--- config.mk ---
export PLATFORM = sky130hd
export DESIGN_NAME = latched_decoder
export DESIGN_NICKNAME = d
export VERILOG_FILES = /design/src/rtl/ldec_pkg.sv /design/src/rtl/ldec_addr_hold.sv /design/src/rtl/ldec_onehot.sv /design/src/rtl/ldec_polarity.sv /design/src/rtl/latched_decoder.sv
export SDC_FILE = /design/constraint.sdc
export NUM_CORES = 1
export LEC_CHECK = 0
export ABC_AREA = 1
export BUFFER_PORTS_ARGS = -buffer_cell sky130_fd_sc_hd__buf_2
export CAP_MARGIN = 20
export CORE_AREA = 5 5 42 44
export DETAILED_ROUTE_END_ITERATION = 8
export DIE_AREA = 0 0 47 49
export SLEW_MARGIN = 40
export SYNTH_ARGS = -nofsm -noshare
export SYNTH_HDL_FRONTEND = slang
export SYNTH_SLANG_ARGS = --single-unit
--- constraint.sdc ---
create_clock -name clk -period 1 [get_ports clk]
set_input_delay 0.05 -clock clk [delete_from_list [all_inputs] [get_ports clk]]
set_output_delay 0.05 -clock clk [all_outputs]
set_load 0.1 [all_outputs]
--- src/rtl/ldec_pkg.sv ---
package ldec_pkg;

  typedef enum logic {
    POL_COMPLEMENT = 1'b0,
    POL_TRUE       = 1'b1
  } ldec_pol_e;

  function automatic ldec_pol_e pol_of(int active_high);
    return (active_high != 0) ? POL_TRUE : POL_COMPLEMENT;
  endfunction

  // level an unselected line rests at
  function automatic logic idle_level(ldec_pol_e pol);
    return (pol == POL_TRUE) ? 1'b0 : 1'b1;
  endfunction

endpackage

--- src/rtl/ldec_addr_hold.sv ---
module ldec_addr_hold #(
  parameter int ADDR_W = 4
) (
  input  logic              clk,
  input  logic              rst,
  input  logic              le,
  input  logic [ADDR_W-1:0] a_in,
  output logic [ADDR_W-1:0] addr_eff
);

  logic [ADDR_W-1:0] held_q;

  always_ff @(posedge clk) begin
    if (rst)
      held_q <= '0;
    else if (le)
      held_q <= a_in;
  end

  // transparent path while enabled, frozen value otherwise
  assign addr_eff = le ? a_in : held_q;

endmodule

--- src/rtl/ldec_onehot.sv ---
module ldec_onehot #(
  parameter int ADDR_W = 4,
  parameter int OUT_N  = 1 << ADDR_W
) (
  input  logic [ADDR_W-1:0] addr,
  output logic [OUT_N-1:0]  sel
);

  for (genvar i = 0; i < OUT_N; i++) begin : g_line
    assign sel[i] = (addr == ADDR_W'(i));
  end

endmodule

--- src/rtl/ldec_polarity.sv ---
module ldec_polarity #(
  parameter int OUT_N       = 16,
  parameter int ACTIVE_HIGH = 1
) (
  input  logic [OUT_N-1:0] sel,
  input  logic             strobe_n,
  output logic [OUT_N-1:0] y
);
  import ldec_pkg::*;

  localparam ldec_pol_e POL = pol_of(ACTIVE_HIGH);

  logic [OUT_N-1:0] gated;
  assign gated = strobe_n ? '0 : sel;

  if (POL == POL_TRUE) begin : g_true
    assign y = gated;
  end else begin : g_comp
    assign y = ~gated;
  end

endmodule

--- src/rtl/latched_decoder.sv ---
module latched_decoder #(
  parameter int ADDR_W      = 4,
  parameter int ACTIVE_HIGH = 1,
  localparam int OUT_N      = 1 << ADDR_W
) (
  input  logic              clk,
  input  logic              rst,
  input  logic              le,
  input  logic              strobe_n,
  input  logic [ADDR_W-1:0] a,
  output logic [OUT_N-1:0]  y
);

  logic [ADDR_W-1:0] addr_eff;
  logic [OUT_N-1:0]  sel_onehot;

  ldec_addr_hold #(.ADDR_W(ADDR_W)) u_hold (
    .clk      (clk),
    .rst      (rst),
    .le       (le),
    .a_in     (a),
    .addr_eff (addr_eff)
  );

  ldec_onehot #(.ADDR_W(ADDR_W), .OUT_N(OUT_N)) u_dec (
    .addr (addr_eff),
    .sel  (sel_onehot)
  );

  ldec_polarity #(.OUT_N(OUT_N), .ACTIVE_HIGH(ACTIVE_HIGH)) u_pol (
    .sel      (sel_onehot),
    .strobe_n (strobe_n),
    .y        (y)
  );

endmodule

==> results of run 1 <==
[routing by layer]
metal	vias to the layer above	share of wire [%]	global-route usage [%]
met5	-	0	0
met2	11	61	25.1
li1	242	-	-
met4	0	0	4.15
met3	0	3.0	3.32
met1	232	36	16.6
[metrics by stage]
step	cells	setup slack, ps	total power, uW
2_1_floorplan	60	-209	444
3_3_place_gp	102	-62.8	546
3_5_place_dp	102	-87.7	552
4_1_cts	106	-319	778
5_1_grt	106	-365	827
6_report	106	-300	785
[critical path, cell delays in order, from the launching register on]
cell	delay, ps
sky130_fd_sc_hd__dfxtp_2	330
sky130_fd_sc_hd__nand2_1	70
sky130_fd_sc_hd__nand2_2	110
sky130_fd_sc_hd__nand3_4	150
sky130_fd_sc_hd__nor2_4	170
sky130_fd_sc_hd__buf_12	180
[where the power goes]
part | total [uW] | switching [uW] | internal [uW] | leakage, uW
Sequential | 180 | 7.36 | 173 | 0.0000341
Combinational | 406 | 272 | 135 | 0.000351
Clock | 199 | 64.5 | 134 | 0.0000138
Total | 785 | 343 | 442 | 0.000399
[placed cells by master, fill, tap and decap left out]
master	instances
sky130_fd_sc_hd__o21ai_4	2
sky130_fd_sc_hd__nand3_4	4
sky130_fd_sc_hd__buf_2	7
sky130_fd_sc_hd__buf_12	16
sky130_fd_sc_hd__clkbuf_4	3
sky130_fd_sc_hd__nand2_1	8
sky130_fd_sc_hd__nor2_2	1
sky130_fd_sc_hd__nor2_1	3
sky130_fd_sc_hd__dfxtp_1	1
sky130_fd_sc_hd__inv_1	3
sky130_fd_sc_hd__inv_8	1
sky130_fd_sc_hd__dfxtp_2	3
sky130_fd_sc_hd__nand2_2	5
sky130_fd_sc_hd__inv_4	1
sky130_fd_sc_hd__inv_2	3
sky130_fd_sc_hd__nor2_4	16
sky130_fd_sc_hd__nand2_4	8
sky130_fd_sc_hd__buf_4	5
[worst max path at each step]
stage            end  cells past startpoint        startpoint  slack [ps]
2_1_floorplan   y[0]                      5  u_hold.held_q[1]        -210
5_1_grt         y[5]                      6  u_hold.held_q[1]        -370
3_3_place_gp    y[9]                      7                le         -60
4_1_cts        y[13]                      6  u_hold.held_q[1]        -320
6_report        y[5]                      5  u_hold.held_q[0]        -300
3_5_place_dp    y[5]                      6  u_hold.held_q[1]         -90
[cells by family (layout without fill, tap and decap cells)]
family          Yosys count  after routing  synth area share [%]
compound gates            2              2                  6.45
buf+inv                   9             39                  13.2
flops                     4              4                  20.6
simple gates             45             45                  59.7
[timing repair]
item                                    CTS  global route
endpoints found under the setup margin   16            17
gates cloned                              0             0
pin swaps                                18            18
gates resized for setup                   7             9
setup buffers                             1             0
[layout make-up]
class / count / area [um^2]
Multi-Input combinational cell: 47 / 452
Tap cell: 16 / 20.0
Timing Repair Buffer: 28 / 393
Sequential cell: 4 / 83.8
Fill cell: 99 / 390
Inverter: 8 / 40.0
Clock buffer: 3 / 22.5
==> impl_metrics.sql, run 1 <==
INSERT INTO impl_metrics (metric_group, metric, value, unit) VALUES
('outcome', 'run_status', 'complete, but fails checks', ''),
('outcome', 'failed_checks', 'negative setup slack', ''),
('sta', 'maxSlewHeadroom', '78.0', '%'),
('finish', 'num_antenna_cells', '0', ''),
('synth', 'synth.avg_cell_area', '6.46', 'um^2'),
('floorplanning', 'coreArea', '1400', 'um^2'),
('sta', 'slew_viol_final', '0', ''),
('critical_path', 'start_kind', 'register', ''),
('critical_path', 'timing.rr.end', 'u_hold.held_q[2]', ''),
('grt', 'antenna_found_initial', '0', ''),
('synth', 'synth_largest_area_cell', 'sky130_fd_sc_hd__dfxtp_1', ''),
('synth', 'synthesis.instances', '60', ''),
('critical_path', 'critical_path_arrival', '1250', 'ps'),
('route', 'drt_iter0_markers', '4', ''),
('critical_path', 'timing_worst_setup_path_type', 'reg -> out', ''),
('finish', 'largest_registers', 'u_hold.held_q x4', ''),
('clocking', 'cts_num_sinks', '4', ''),
('hold_path', 'whs_path_depth', '2', ''),
('critical_path', 'worst_r2r_startpoint', 'u_hold.held_q[2]', ''),
('critical_path', 'r2r_setup_slack', '60', 'ps'),
('sta', 'setup_tns', '-4630', 'ps'),
('floorplanning', 'boundaryPins', '24', ''),
('synth', 'synth.cells.most_frequent', 'sky130_fd_sc_hd__nor2_1, sky130_fd_sc_hd__nand2_1, sky130_fd_sc_hd__nand2_2', ''),
('sta', 'worst_slew_pin_slew', '329', 'ps'),
('hold_path', 'holdCritStartpoint', 'rst', ''),
('clocking', 'cts-buffers-inserted', '3', ''),
('grt', 'globalRoute.totalOverflow', '0', ''),
('route', 'dr_total_vias', '485', ''),
('hold_path', 'worst_hold_path.endpoint', 'u_hold.held_q[2]', ''),
('sta', 'maxClockFrequency', '769', 'MHz'),
('critical_path', 'timing.critical_path.required', '950', 'ps'),
('sta', 'final-setup-viol-count', '16', ''),
('floorplanning', 'initial_core_util', '27.7', '%'),
('synth', 'ys_seq_area_share', '20.6', '%'),
('power_and_ir_drop', 'cellPowerDensity', '777', 'nW/um^2'),
('critical_path', 'setup.worst_path.end_class', 'primary output', ''),
('grt', 'grt_start_max_net_pins', '9', ''),
('synth', 'synth_nets', '68', ''),
('synth', 'synth_cell_types', '12', ''),
('route', 'drt-pass1-iter-count', '4', ''),
('synth', 'yosysMostFrequentCell', 'sky130_fd_sc_hd__nor2_1', ''),
('route', 'wirelength', '1.31', 'mm'),
('placed_design', 'hpwlAfterDp', '1.09', 'mm'),
('synth', 'yosysWarningCount', '0', ''),
('placed_design', 'port_buffer_cells', '23', ''),
('clocking', 'ctsHoldBuffers', '0', ''),
('grt', 'grt_pass1_vias', '532', ''),
('sta', 'final.setup_skew', '0', 'ps'),
('route', 'route.antenna.remaining_nets', '0', ''),
('finish', 'p_r_area_growth_vs_syn', '161', '%'),
('finish', 'num-nets-final', '100', ''),
('route', 'drc', '0', ''),
('clocking', 'clk_path_buf_depth', '2', ''),
('grt', 'all_layer_global_routing_usage', '14.4', '%'),
('power_and_ir_drop', 'power.leakage', '0.000399', 'uW'),
('floorplanning', 'dieArea', '2300', 'um^2'),
('sta', 'postLayoutSetupSlackWorst', '-300', 'ps'),
('finish', 'flip_flop_count_of_the_largest_register_all_copies_and_words_added', '4', ''),
('finish', 'ratio_of_cells_with_drive_above_1_in_the_final_layout', '83.3', '%'),
('clocking', 'clock_network_latency_to_the_later_pin_of_the_worst_skew_pair', '230', 'ps'),
('sta', 'unrepaired_setup_endpoints_after_global_routing', 'true', ''),
('synth', 'postSynth.asyncResetShare', '0', '%'),
('power_and_ir_drop', 'irDropWorstVdd', '0.759', 'mV'),
('grt', 'wire_length_of_the_first_global_routing_pass', '2.42', 'mm'),
('route', 'avgViaCountPerCell', '4.58', ''),
('clocking', 'cts-root-buf', 'sky130_fd_sc_hd__clkbuf_4', ''),
('placed_design', 'gp_congestion', '0.727', ''),
('clocking', 'cts-htree-levels', '1', ''),
('synth', 'ys_ff_latch', '4', ''),
('sta', 'timing_hold_violations_final', '0', ''),
('synth', 'yosys.area.top_type_share', '20.6', '%');
No activity file was read; power rests on OpenSTA's default activity.
==> inputs of run 2 (changes only) <==
Clock period 1 ns to 1.2 ns, I/O delays scaled along.
==> impl_metrics.sql, run 2 (same netlist as run 1, synthesis figures left out) <==
INSERT INTO impl_metrics (metric_group, metric, value, unit) VALUES
('outcome', 'run_status', 'complete, but fails checks', ''),
('outcome', 'failed_checks', 'negative setup slack', ''),
('grt', 'globalRoute.totalOverflow', '0', ''),
('route', 'avgViaCountPerCell', '4.62', ''),
('finish', 'num-nets-final', '98', ''),
('sta', 'maxClockFrequency', '754', 'MHz'),
('critical_path', 'critical_path_arrival', '1270', 'ps'),
('route', 'dr.max_layer_used', 'met4', ''),
('critical_path', 'timing.critical_path.required', '1140', 'ps'),
('sta', 'worst_slew_pin_slew', '328', 'ps'),
('sta', 'min_period', '1330', 'ps'),
('critical_path', 'crit_path_max_fanout', '4', ''),
('clocking', 'clock_network_latency_to_the_later_pin_of_the_worst_skew_pair', '230', 'ps'),
('route', 'met2_wirelength', '819', 'um'),
('route', 'avgRoutedWirePerCell', '13.3', 'um'),
('critical_path', 'path_depth_of_the_worst_reg2reg_path', '6', ''),
('route', 'route.antenna.remaining_nets', '0', ''),
('power_and_ir_drop', 'cellPowerDensity', '647', 'nW/um^2'),
('sta', 'unrepaired_setup_endpoints_after_global_routing', 'true', ''),
('finish', 'flip_flop_count_of_the_largest_register_all_copies_and_words_added', '4', ''),
('sta', 'postLayoutSetupSlackWorst', '-127', 'ps'),
('floorplanning', 'boundaryPins', '24', ''),
('finish', 'register_name_with_the_most_flops', 'u_hold.held_q', ''),
('clocking', 'cts-root-buf', 'sky130_fd_sc_hd__clkbuf_4', ''),
('hold_path', 'worst_hold_path.endpoint', 'u_hold.held_q[1]', ''),
('route', 'dr_total_vias', '480', ''),
('route', 'drt-pass1-iter-count', '4', ''),
('clocking', 'cts_num_sinks', '4', ''),
('sta', 'final-setup-viol-count', '16', ''),
('clocking', 'clk_path_buf_depth', '2', ''),
('finish', 'largest_registers', 'u_hold.held_q x4', ''),
('critical_path', 'worst_r2r_startpoint', 'u_hold.held_q[0]', ''),
('clocking', 'clk_pin_slew', '40', 'ps'),
('finish', 'num_antenna_cells', '0', ''),
('hold_path', 'whs_path_depth', '2', ''),
('critical_path', 'timing.rr.end', 'u_hold.held_q[0]', ''),
('floorplanning', 'die_width', '47', 'um'),
('sta', 'slew_viol_final', '0', ''),
('critical_path', 'setup.worst_path.end_class', 'primary output', ''),
('clocking', 'ctsHoldBuffers', '0', ''),
('route', 'wirelength_met1', '480', 'um'),
('grt', 'grt_pass1_vias', '512', ''),
('sta', 'timing_hold_violations_final', '0', ''),
('hold_path', 'hold_class', 'in -> reg', ''),
('placed_design', 'gp_congestion', '0.864', ''),
('finish', 'fillerInstances', '103', ''),
('grt', 'antenna_found_initial', '0', ''),
('critical_path', 'r2r_setup_slack', '290', 'ps'),
('sta', 'setup_tns', '-1700', 'ps'),
('route', 'detailroute.wirelength.met3', '45', 'um'),
('floorplanning', 'dieArea', '2300', 'um^2'),
('grt', 'grt_start_max_net_pins', '9', ''),
('grt', 'wire_length_of_the_first_global_routing_pass', '2.50', 'mm'),
('route', 'wirelength', '1.38', 'mm'),
('floorplanning', 'coreArea', '1400', 'um^2'),
('floorplanning', 'num_rows', '14', ''),
('sta', 'fin_crit_sh', '111', '%'),
('critical_path', 'start_kind', 'register', ''),
('clocking', 'cts-htree-levels', '1', ''),
('floorplanning', 'fp.dieH', '49', 'um'),
('sta', 'maxSlewHeadroom', '78.1', '%'),
('power_and_ir_drop', 'irDropWorstVdd', '0.471', 'mV'),
('placed_design', 'hpwlAfterDp', '1.01', 'mm'),
('finish', 'p_r_area_growth_vs_syn', '159', '%'),
('route', 'drc', '0', ''),
('floorplanning', 'initial_core_util', '27.7', '%'),
('critical_path', 'timing_worst_setup_path_type', 'reg -> out', ''),
('route', 'drt_iter0_markers', '2', ''),
('critical_path', 'worstSetupStartpoint', 'u_hold.held_q[2]', ''),
('flow_run', 'maxCapViolCount', '0', ''),
('clocking', 'tritoncts', 'done', ''),
('clocking', 'cts-buffers-inserted', '3', ''),
('power_and_ir_drop', 'power.leakage', '0.000392', 'uW'),
('placed_design', 'port_buffer_cells', '23', ''),
('finish', 'post-route-util', '71.6', '%'),
('finish', 'ratio_of_cells_with_drive_above_1_in_the_final_layout', '84.1', '%'),
('power_and_ir_drop', 'finalPower', '649', 'uW'),
('placed_design', 'pre_cts_slack', '109', 'ps'),
('hold_path', 'holdCritStartpoint', 'rst', ''),
('grt', 'all_layer_global_routing_usage', '15.2', '%'),
('sta', 'holdWs', '18.9', 'ps'),
('sta', 'final.setup_skew', '0', 'ps'),
('finish', 'mostFrequentLayoutCells', 'sky130_fd_sc_hd__nor2_4, sky130_fd_sc_hd__buf_12, sky130_fd_sc_hd__nand2_4', '');
## run 2: how the worst max path moves through the flow
stage / depth (start not counted) / slack, ps / to
after global placement: 5 / 110 / y[13]
after floorplan: 5 / -280 / y[0]
final: 5 / -130 / y[12]
after detailed placement: 5 / 110 / y[14]
after global routing: 5 / -210 / y[12]
after CTS: 6 / -130 / y[6]
## run 2: repair_timing
| item | in CTS | in global routing |
|---|---|---|
| buffers inserted | 2 | 1 |
| pin swaps | 21 | 19 |
| resized for setup | 28 | 10 |
| endpoints found under the setup margin | 16 | 16 |
## run 2: metal layers
metal / up-vias / global-route usage (%)
met4: 0 / 8.76
met1: 223 / 16.7
met3: 4 / 2.58
met5: - / 0
li1: 239 / -
met2: 14 / 25.8
## run 2: where the power goes
part / internal [uW] / total (uW) / leakage [uW] / switching (uW)
Sequential: 144 / 151 / 0.0000341 / 6.89
Clock: 112 / 163 / 0.0000138 / 51.1
Combinational: 107 / 335 / 0.000344 / 228
## run 2: cell type report
class / count / area, um^2 / area share (%)
multi-input cells: 47 / 459 / 45.8
clock buffers: 3 / 22.5 / 2.24
flip-flops and latches: 4 / 83.8 / 8.35
inverters: 8 / 40.0 / 3.99
repair buffers: 26 / 378 / 37.7
well taps: 16 / 20.0 / 2.00
## run 2: critical path, cell delays in order (launching register included)
cell and delay (ps):
sky130_fd_sc_hd__dfxtp_2 310, sky130_fd_sc_hd__inv_2 50, sky130_fd_sc_hd__o21ai_4 200, sky130_fd_sc_hd__nand2_4 130
sky130_fd_sc_hd__nor2_4 150, sky130_fd_sc_hd__buf_12 180
## run 2: metrics by stage
stage / cells / cell area [um^2]
2_1_floorplan: 60 / 428
3_3_place_gp: 98 / 792
4_1_cts: 103 / 970
5_1_grt: 104 / 1000
6_report: 104 / 1000
3_5_place_dp: 98 / 792
==> inputs of run 3 (changes only) <==
Settings changed: PLACE_DENSITY from default to 0.62.
==> impl_metrics.sql, run 3 (same netlist as run 1, synthesis figures left out) <==
INSERT INTO impl_metrics (metric_group, metric, value, unit) VALUES
('sta', 'fin_crit_sh', '113', '%'),
('placed_design', 'pre_cts_slack', '84.7', 'ps'),
('sta', 'final.setup_skew', '0', 'ps'),
('clocking', 'cts-buffers-inserted', '3', ''),
('critical_path', 'path_depth_of_the_worst_reg2reg_path', '6', ''),
('grt', 'all_layer_global_routing_usage', '14.6', '%'),
('placed_design', 'placed_cells', '98', ''),
('finish', 'p_r_area_growth_vs_syn', '157', '%'),
('critical_path', 'crit_path_max_fanout', '4', ''),
('clocking', 'tritoncts', 'done', ''),
('placed_design', 'placed_cell_area', '792', 'um^2'),
('clocking', 'cts_num_sinks', '4', ''),
('finish', 'flip_flop_count_of_the_largest_register_all_copies_and_words_added', '4', ''),
('outcome', 'run_status', 'complete, but fails checks', ''),
('grt', 'grt_start_max_net_pins', '9', ''),
('route', 'route.antenna.remaining_nets', '0', ''),
('power_and_ir_drop', 'power.leakage', '0.000395', 'uW'),
('critical_path', 'start_kind', 'register', ''),
('sta', 'final-setup-viol-count', '16', ''),
('finish', 'mostFrequentLayoutCells', 'sky130_fd_sc_hd__buf_12, sky130_fd_sc_hd__nor2_4, sky130_fd_sc_hd__nand2_4', ''),
('power_and_ir_drop', 'irDropWorstVdd', '0.555', 'mV'),
('critical_path', 'setup.worst_path.end_class', 'primary output', ''),
('sta', 'worst_slew_pin_slew', '336', 'ps'),
('critical_path', 'timing.critical_path.required', '1140', 'ps'),
('finish', 'finalInstanceArea', '998', 'um^2'),
('hold_path', 'holdCritStartpoint', 'rst', ''),
('power_and_ir_drop', 'cellPowerDensity', '656', 'nW/um^2'),
('critical_path', 'crit_slowest_cell', 'sky130_fd_sc_hd__dfxtp_2', ''),
('placed_design', 'hpwlAfterDp', '1.06', 'mm'),
('floorplanning', 'die_width', '47', 'um'),
('sta', 'setup_tns', '-1880', 'ps'),
('grt', 'wire_length_of_the_first_global_routing_pass', '2.40', 'mm'),
('finish', 'final_common_cell', 'sky130_fd_sc_hd__buf_12', ''),
('outcome', 'failed_checks', 'negative setup slack', ''),
('flow_run', 'maxCapViolCount', '0', ''),
('critical_path', 'timing.rr.end', 'u_hold.held_q[1]', ''),
('route', 'drt-pass1-iter-count', '2', ''),
('placed_design', 'port_buffer_cells', '23', ''),
('finish', 'register_name_with_the_most_flops', 'u_hold.held_q', ''),
('hold_path', 'hold_class', 'in -> reg', ''),
('finish', 'ratio_of_cells_with_drive_above_1_in_the_final_layout', '82.0', '%'),
('sta', 'maxClockFrequency', '741', 'MHz'),
('floorplanning', 'dieArea', '2300', 'um^2'),
('clocking', 'cts-htree-levels', '1', ''),
('sta', 'holdWs', '16.3', 'ps'),
('sta', 'slew_viol_final', '0', ''),
('sta', 'maxSlewHeadroom', '77.6', '%'),
('route', 'drc', '0', ''),
('grt', 'globalRoute.totalOverflow', '0', ''),
('clocking', 'clock_network_latency_to_the_later_pin_of_the_worst_skew_pair', '230', 'ps'),
('placed_design', 'gp_congestion', '0.827', ''),
('critical_path', 'path_cells', 'inv_2 -> nand2_2 -> o21ai_4 -> nand2_4 -> nor2_4 -> buf_12', ''),
('route', 'dr_total_vias', '500', ''),
('floorplanning', 'initial_core_util', '27.7', '%'),
('finish', 'largest_registers', 'u_hold.held_q x4', ''),
('sta', 'min_period', '1350', 'ps'),
('critical_path', 'critical_path_arrival', '1290', 'ps'),
('route', 'wirelength', '1.50', 'mm'),
('critical_path', 'worst_path_largest_cell_delay', '310', 'ps'),
('finish', 'num-nets-final', '99', ''),
('route', 'drt_iter0_markers', '5', ''),
('sta', 'postLayoutSetupSlackWorst', '-150', 'ps'),
('floorplanning', 'coreArea', '1400', 'um^2'),
('clocking', 'clk_pin_slew', '40', 'ps'),
('floorplanning', 'boundaryPins', '24', ''),
('grt', 'antenna_found_initial', '0', ''),
('route', 'avgViaCountPerCell', '4.76', ''),
('clocking', 'cts-root-buf', 'sky130_fd_sc_hd__clkbuf_4', ''),
('finish', 'fillerInstances', '108', ''),
('hold_path', 'worst_hold_path.endpoint', 'u_hold.held_q[2]', ''),
('finish', 'num_antenna_cells', '0', ''),
('floorplanning', 'num_rows', '14', ''),
('critical_path', 'r2r_setup_slack', '250', 'ps'),
('sta', 'timing_hold_violations_final', '0', ''),
('finish', 'fin_cells', '105', ''),
('sta', 'unrepaired_setup_endpoints_after_global_routing', 'true', ''),
('critical_path', 'worst_r2r_startpoint', 'u_hold.held_q[1]', ''),
('clocking', 'clk_path_buf_depth', '2', ''),
('floorplanning', 'fp.dieH', '49', 'um'),
('critical_path', 'timing_worst_setup_path_type', 'reg -> out', ''),
('hold_path', 'whs_path_depth', '2', ''),
('route', 'avgRoutedWirePerCell', '14.3', 'um'),
('grt', 'grt_pass1_vias', '504', '');
[run 3: critical path, delay by kind of cell (launching register included)]
family                 cells  cell delay [ps]
flip-flops                 1              310
AND/OR/NAND/NOR            3              370
AO/OA/AOI/OAI              1              100
buffers and inverters      2              260
[run 3: worst max path at each step]
stage / start / end / slack [ps] / depth (start not counted)
final: u_hold.held_q[2] / y[9] / -150 / 6
after global routing: u_hold.held_q[2] / y[9] / -200 / 6
after CTS: u_hold.held_q[2] / y[5] / -130 / 5
after detailed placement: u_hold.held_q[2] / y[12] / 80 / 5
after global placement: u_hold.held_q[2] / y[14] / 110 / 5
after floorplan: u_hold.held_q[2] / y[0] / -280 / 5
[run 3: repair_timing]
item / CTS / global route
pin swaps: 12 / 13
hold endpoints to repair: 0 / 0
hold buffers: 0 / 0
endpoints found under the setup margin: 16 / 16
resized for setup: 28 / 6
buffers inserted: 3 / 1
[run 3: power breakdown]
group / internal (uW) / switching (uW) / leakage [uW]
clock: 112 / 55.2 / 0.0000138
combinational: 110 / 227 / 0.000347
sequential: 144 / 7.19 / 0.0000341
total: 366 / 289 / 0.000395
[run 3: layer usage]
layer / routed length (um) / GRT usage, % / up-vias
met4: 40 / 5.53 / 0
li1: - / - / 240
met1: 469 / 14.0 / 242
met5: 0 / 0 / -
met3: 63 / 2.58 / 4
met2: 924 / 28.1 / 14
[run 3: stage by stage]
stage               total power (uW)  utilization (%)
CTS                              642             69.1
finish                           655             71.3
floorplan                        328                -
global placement                 398             56.5
detailed placement               402             56.5
global route                     693             71.3
[run 3: area by class of cell]
cell class / count / area (um^2) / area share, %
Multi-Input combinational cell: 47 / 447 / 44.7
Tap cell: 16 / 20.0 / 2.01
Clock buffer: 3 / 22.5 / 2.26
Timing Repair Buffer: 27 / 385 / 38.6
Sequential cell: 4 / 83.8 / 8.40
Inverter: 8 / 40.0 / 4.01
